<file path="config.mk">
export PLATFORM = sky130hd
export DESIGN_NAME = irq_ctx_unit
export DESIGN_NICKNAME = d
export VERILOG_FILES = /design/src/rtl/irq_ctx_unit.sv
export SDC_FILE = /design/constraint.sdc
export NUM_CORES = 2
export LEC_CHECK = 0
export BUFFER_PORTS_ARGS = -buffer_cell sky130_fd_sc_hd__buf_4
export CAP_MARGIN = 20
export CORE_AREA = 2 2 318 257
export DETAILED_ROUTE_END_ITERATION = 8
export DIE_AREA = 0 0 320 259
export HOLD_SLACK_MARGIN = 0.03
export MAX_ROUTING_LAYER = met4
export PLACE_DENSITY_LB_ADDON = 0.25
export SYNTH_ARGS = -nofsm -noshare
export SYNTH_HDL_FRONTEND = slang
export SYNTH_SLANG_ARGS = --single-unit
export TNS_END_PERCENT = 20
</file>
<file path="constraint.sdc">
create_clock -name clk -period 2.95 [get_ports clk]
set_input_delay 0 -clock clk [delete_from_list [all_inputs] [get_ports clk]]
set_output_delay 0 -clock clk [all_outputs]
set_load 0.01 [all_outputs]
</file>
<file path="src/rtl/irq_ctx_unit.sv">
module irq_ctx_unit #(
  parameter int W     = 32,
  parameter int YW    = 8,
  parameter int OFF_W = 16,
  parameter int NVEC  = 16
) (
  input  logic            clk,
  input  logic            rst_n,
  input  logic [3:0]      exc_req,
  input  logic [3:0]      exc_fault,
  input  logic [4*$clog2(NVEC)-1:0] exc_vsel,
  input  logic [W-1:0]    pc_cur,
  input  logic [W-1:0]    pc_next,
  input  logic [W-1:0]    st_in,
  input  logic [YW-1:0]   syn_in,
  input  logic [3:0]      ret_req,
  input  logic            wr_en,
  input  logic [4:0]      wr_addr,
  input  logic [W-1:0]    wr_data,
  input  logic [4:0]      rd_addr,
  output logic [W-1:0]    rd_data,
  output logic            redir_valid,
  output logic [W-1:0]    redir_pc,
  output logic            st_load,
  output logic [W-1:0]    st_new
);
  localparam int VI = $clog2(NVEC);

  logic [W-1:0]     sr_a [4];
  logic [W-1:0]     sr_b [4];
  logic [YW-1:0]    synd;
  logic [W-1:0]     vbase;
  logic [OFF_W-1:0] voff [NVEC];

  logic [1:0]   rsel, tsel;
  logic [3:0]   grant, clr;
  logic [W-1:0] eff_st, cap_pc;
  logic [VI-1:0] vidx;
  logic [YW-1:0] mc_bits;

  wire ret_any = |ret_req;
  wire take    = |grant;

  always_comb begin
    rsel = 2'd0;
    for (int c = 0; c < 4; c++) if (ret_req[c]) rsel = 2'(c);
  end

  assign eff_st = ret_any ? sr_b[rsel] : st_in;
  assign grant  = exc_req & eff_st[3:0];

  always_comb begin
    tsel = 2'd0;
    for (int c = 0; c < 4; c++) if (grant[c]) tsel = 2'(c);
    for (int c = 0; c < 4; c++) clr[c] = (2'(c) <= tsel);
  end

  assign cap_pc  = ret_any ? sr_a[rsel] : (exc_fault[tsel] ? pc_cur : pc_next);
  assign vidx    = exc_vsel[int'(tsel)*VI +: VI];
  assign mc_bits = (take && tsel == 2'd3) ? syn_in : '0;

  always_comb begin
    rd_data = '0;
    if (rd_addr[4]) begin
      if (int'(rd_addr[3:0]) < NVEC) rd_data = W'(voff[rd_addr[VI-1:0]]);
    end else if (rd_addr[3] == 1'b0) begin
      rd_data = rd_addr[0] ? sr_b[rd_addr[2:1]] : sr_a[rd_addr[2:1]];
    end else if (rd_addr == 5'd8) begin
      rd_data = W'(synd);
    end else if (rd_addr == 5'd9) begin
      rd_data = vbase;
    end
  end

  always_ff @(posedge clk or negedge rst_n) begin
    if (!rst_n) begin
      for (int c = 0; c < 4; c++) begin
        sr_a[c] <= '0;
        sr_b[c] <= '0;
      end
      for (int i = 0; i < NVEC; i++) voff[i] <= '0;
      synd        <= '0;
      vbase       <= '0;
      redir_valid <= 1'b0;
      redir_pc    <= '0;
      st_load     <= 1'b0;
      st_new      <= '0;
    end else begin
      redir_valid <= take | ret_any;
      st_load     <= take | ret_any;
      if (take) begin
        redir_pc <= {vbase[W-1:OFF_W], voff[vidx]};
        st_new   <= {eff_st[W-1:4], eff_st[3:0] & ~clr};
      end else if (ret_any) begin
        redir_pc <= sr_a[rsel];
        st_new   <= sr_b[rsel];
      end

      if (wr_en) begin
        for (int c = 0; c < 4; c++) begin
          if (wr_addr == 5'(2*c))   sr_a[c] <= wr_data;
          if (wr_addr == 5'(2*c+1)) sr_b[c] <= wr_data;
        end
        for (int i = 0; i < NVEC; i++)
          if (wr_addr == 5'(16+i)) voff[i] <= wr_data[OFF_W-1:0];
        if (wr_addr == 5'd9) vbase <= wr_data;
      end

      if (wr_en && wr_addr == 5'd8) synd <= (synd & ~wr_data[YW-1:0]) | mc_bits;
      else                          synd <= synd | mc_bits;

      if (take) begin
        sr_a[tsel] <= cap_pc;
        sr_b[tsel] <= eff_st;
      end
    end
  end
endmodule


</file>
==> results.md <==
### Synth
• 617 — flip-flop and latch count after synthesis
• 43.3% — area share of the largest cell type after synthesis
• 11.0 um^2 — average size of a mapped cell
• sky130_fd_sc_hd__dfrtp_1 — prevailing post-synth register cell
• 3426 — Net Count, Synth
• 43.3% — sequential cell area fraction in the yosys report
• 73 — Distinct cells, synth
• 0.0357 mm^2 — Synth Cell Area
• 0 — Post-synth EDFFs
• 100% — async set or reset register ratio after synthesis
• 3249 — Syn Inst Count
• sky130_fd_sc_hd__dfrtp_1 — top cell type by total area after synthesis
• sky130_fd_sc_hd__dfrtp_1, sky130_fd_sc_hd__mux2_2, sky130_fd_sc_hd__mux4_2 — cell types occupying the most area after synthesis
• 0 — Synth Warn #

### Clock tree
• 630 ps — clock network latency to the later pin of the worst-skew pair
• 68 — Inserted Clock Buffers
• 3 — number of levels in the clock H-tree
• 617 — count of clock tree sinks
• yes — CTS tree
• sky130_fd_sc_hd__clkbuf_16 — clock tree root driver cell
• 60 ps — clock slew seen by the registers of the worst setup and hold paths
• 3 — number of buffers on the longest clock path

### Global route
• 45.0% — met2 GRT Util
• 128 — largest net degree at the start of global routing
• 41.8% — M1 GR Usage
• 1 — number of antenna violations at the first check in global routing
• 183 mm — wire length of the first global-routing pass
• 28000 — vias in the first global route
• met2 — global-route layer with the greatest usage
• 30.2% — combined global-route utilization of all metal layers
• 0 — global route overflow
• 6.26% — met3 track demand over resource in global routing

### Pwr
• 38.9% — sequential cell fraction of total power
• 22.4 mW — Internal Pwr Total
• 11.9 mW — Sw Pwr
• 19.5 nW — static power due to leakage
• 483 uV — Worst VDD drop
• 35.8% — portion of total power attributed to combinational logic
• 34.6% — Sw Ratio
• 787 mW/mm^2 — pwr/cell area
• 25.3% — Clk pwr share

### STA
• 41.8 ps — final-layout worst hold slack
• 340 MHz — highest achievable clock rate
• 26.6% — tightest slew margin relative to the limit
• 25.8 ps — worst setup skew after layout
• 0 — final max-slew violation count
• 0 — endpoints failing hold
• 1100 ps — slew at the pin closest to its max-slew limit
• 2940 ps — final critical delay including setup and external delays
• 99.7% — post-route clock period utilization
• 0 — # setup viols final
• yes — setup repair after global routing missed its margin

### Final layout
• 6928 — filler instances
• 33.1% — fraction of layout cells with a size suffix above 1
• 54.5% — end-of-flow core utilization
• 22.1% — area growth from synthesis to layout
• 3780 — post-layout net count

### Detailed routing
• 6.17 — post-detailed-route via-to-cell ratio
• 0 — DRC viols
• 29000 — number of vias after detailed routing
• 8 — number of iterations in the first detailed-routing pass
• 0 — Antenna Violating Nets Remaining
• 26.5 um — Avg WL per Cell
• 2776 — 1st-iter DRT viols
• 125 mm — sum of routed wire length over all layers

### Outcome
• finished, final reports clean — status

### Setup path
• flop — type of element capturing the critical path
• 3510 ps — Req. time, crit path
• 3500 ps — arrival time reported for the critical path endpoint
• 61 — critical path fanouts, max
• reg -> reg — worst setup path category
• flop — startpoint class of the critical path

### Die
• 44.7% — Initial Utilization
• 259 um — Die Height
• 275 — ports placed on the boundary
• 0.0829 mm^2 — die area
• 93 — Site Rows
• 0.0798 mm^2 — Placeable Area
• 320 um — overall die width

### Placement
• 0.883 — final RePlAce weighted congestion
• 274 — port buffer count
• 78.1 mm — detailed placement HPWL

### Hold path
• in -> reg — type of the worst min-delay path

### Run
• 0 — max-cap violation count

==> per-layer routing <==
layer	part of all wire, %	up-vias
met2	45	1356
met1	43	14800
met3	8.7	198
met5	0	-
met4	2.9	0
li1	-	12600
==> state kept, by name, summed over array words and instances, names as in the netlist <==
| register | count |
|---|---|
| voff | 256 |
| sr_a | 128 |
| sr_b | 128 |
| redir_pc | 32 |
| st_new | 32 |
| vbase | 32 |
| synd | 8 |
| st_load | 1 |
==> power by group through the flow <==
stage / clock network (mW) / logic [mW] / registers, mW
detailed placement: 0 / 11.6 / 13.4
global route: 9.11 / 13.3 / 13.6
global placement: 0 / 11.4 / 13.3
finish: 8.67 / 12.3 / 13.3
CTS: 8.77 / 11.9 / 13.2
floorplan: 0 / 7.89 / 12.8
==> layout make-up <==
type                            instances  area, um^2  share of cell area [%]
Tap cell                             1045        1310                    3.00
Clock inverter                         16         190                   0.437
Antenna cell                            1        2.50                 0.00575
Multi-Input combinational cell       2308       19100                    43.8
Inverter                                6        22.5                  0.0517
Clock buffer                          102        2010                    4.62
Timing Repair Buffer                  602        5500                    12.6
Sequential cell                       617       15400                    35.5
==> through the flow <==
step / instance area (um^2) / TNS, ps / power [mW] / setup slack (ps) / instances
6_report: 43500 / 0 / 34.3 / 7.42 / 4697
3_3_place_gp: 39500 / 0 / 24.7 / 31.1 / 4415
2_1_floorplan: 35700 / 0 / 20.7 / 393 / 3249
5_1_grt: 43500 / -1540 / 36.0 / -81.0 / 4697
4_1_cts: 43200 / -29.5 / 33.9 / -20.4 / 4678
3_5_place_dp: 39500 / -9.77 / 25.0 / -6.53 / 4415
==> synth_stat cells, drive strengths merged, types with 9 or more instances <==
library cell  count
a22o              9
o2111ai          16
buf              94
nor2            298
o21ai           150
o32a             15
o211ai           32
a22oi            30
a21boi           28
o31ai            18
nand3            34
mux2            398
a21oi           304
mux4            160
mux2i           299
dfrtp           617
clkbuf          224
a211oi           80
and2             22
nand2           286
nand4            17
nor2b            33
a2bb2oi          16
==> critical path: stages, from the launching register on <==
cell	delay, ps
sky130_fd_sc_hd__dfrtp_1	360
sky130_fd_sc_hd__and2b_1	210
sky130_fd_sc_hd__a311oi_4	430
sky130_fd_sc_hd__o21a_4	280
sky130_fd_sc_hd__buf_4	660
sky130_fd_sc_hd__a22o_1	250
sky130_fd_sc_hd__dlygate4sd3_1	550
==> repair_timing <==
action | in CTS | in global routing
endpoints found under the hold margin | 1201 | 0
gates resized for setup | 1 | 27
pin swaps | 0 | 9
buffers inserted | 0 | 14
hold buffers | 145 | 0
setup endpoints to repair | 10 | 82
gates cloned | 0 | 4
==> cells in the final DEF (no fill, tap or decap), drive strengths merged, types with 4 or more instances in the layout <==
| cell type | count |
|---|---|
| dfrtp | 617 |
| buf | 454 |
| mux2 | 398 |
| a21oi | 304 |
| mux2i | 299 |
| nor2 | 298 |
| nand2 | 286 |
| mux4 | 160 |
| o21ai | 150 |
| dlygate4sd3 | 144 |
| clkbuf | 106 |
| a211oi | 80 |
| nand3 | 34 |
| nor2b | 33 |
| o211ai | 32 |
| a22oi | 30 |
| a21boi | 28 |
| and2 | 22 |
| o31ai | 18 |
| nand4 | 17 |
| a2bb2oi | 16 |
| o2111ai | 16 |
| o32a | 15 |
| inv | 10 |
| a22o | 9 |
| clkinv | 7 |
| nand2b | 6 |
| or3 | 6 |
| and3 | 5 |
| nand3b | 4 |
| nor3b | 4 |
| nor4 | 4 |
| o22ai | 4 |
| nor3 | 4 |
==> worst paths after layout <==
path | slack, ps | cells after the start | startpoint | endpoint
hold reg to reg | 500 | 1 | vbase[9] | vbase[9]
min in group asynchronous | 160 | 3 | rst_n | redir_pc[25]
max in group asynchronous | 2250 | 3 | rst_n | voff[10]
setup reg to reg | 7 | 6 | sr_b[3] | synd[6]
setup / recovery | 7 | 6 | sr_b[3] | synd[6]
hold / removal | 40 | 5 | exc_vsel[7] | redir_pc[3]
==> cell families after synthesis <==
kind of cell / synth area share (%)
buffers and inverters: 3.93
multiplexers: 31.1
AND/OR/NAND/NOR: 8.90
AO/OA/AOI/OAI: 12.8
flip-flops: 43.3
Note: power is estimated with default switching activity, not from simulation.
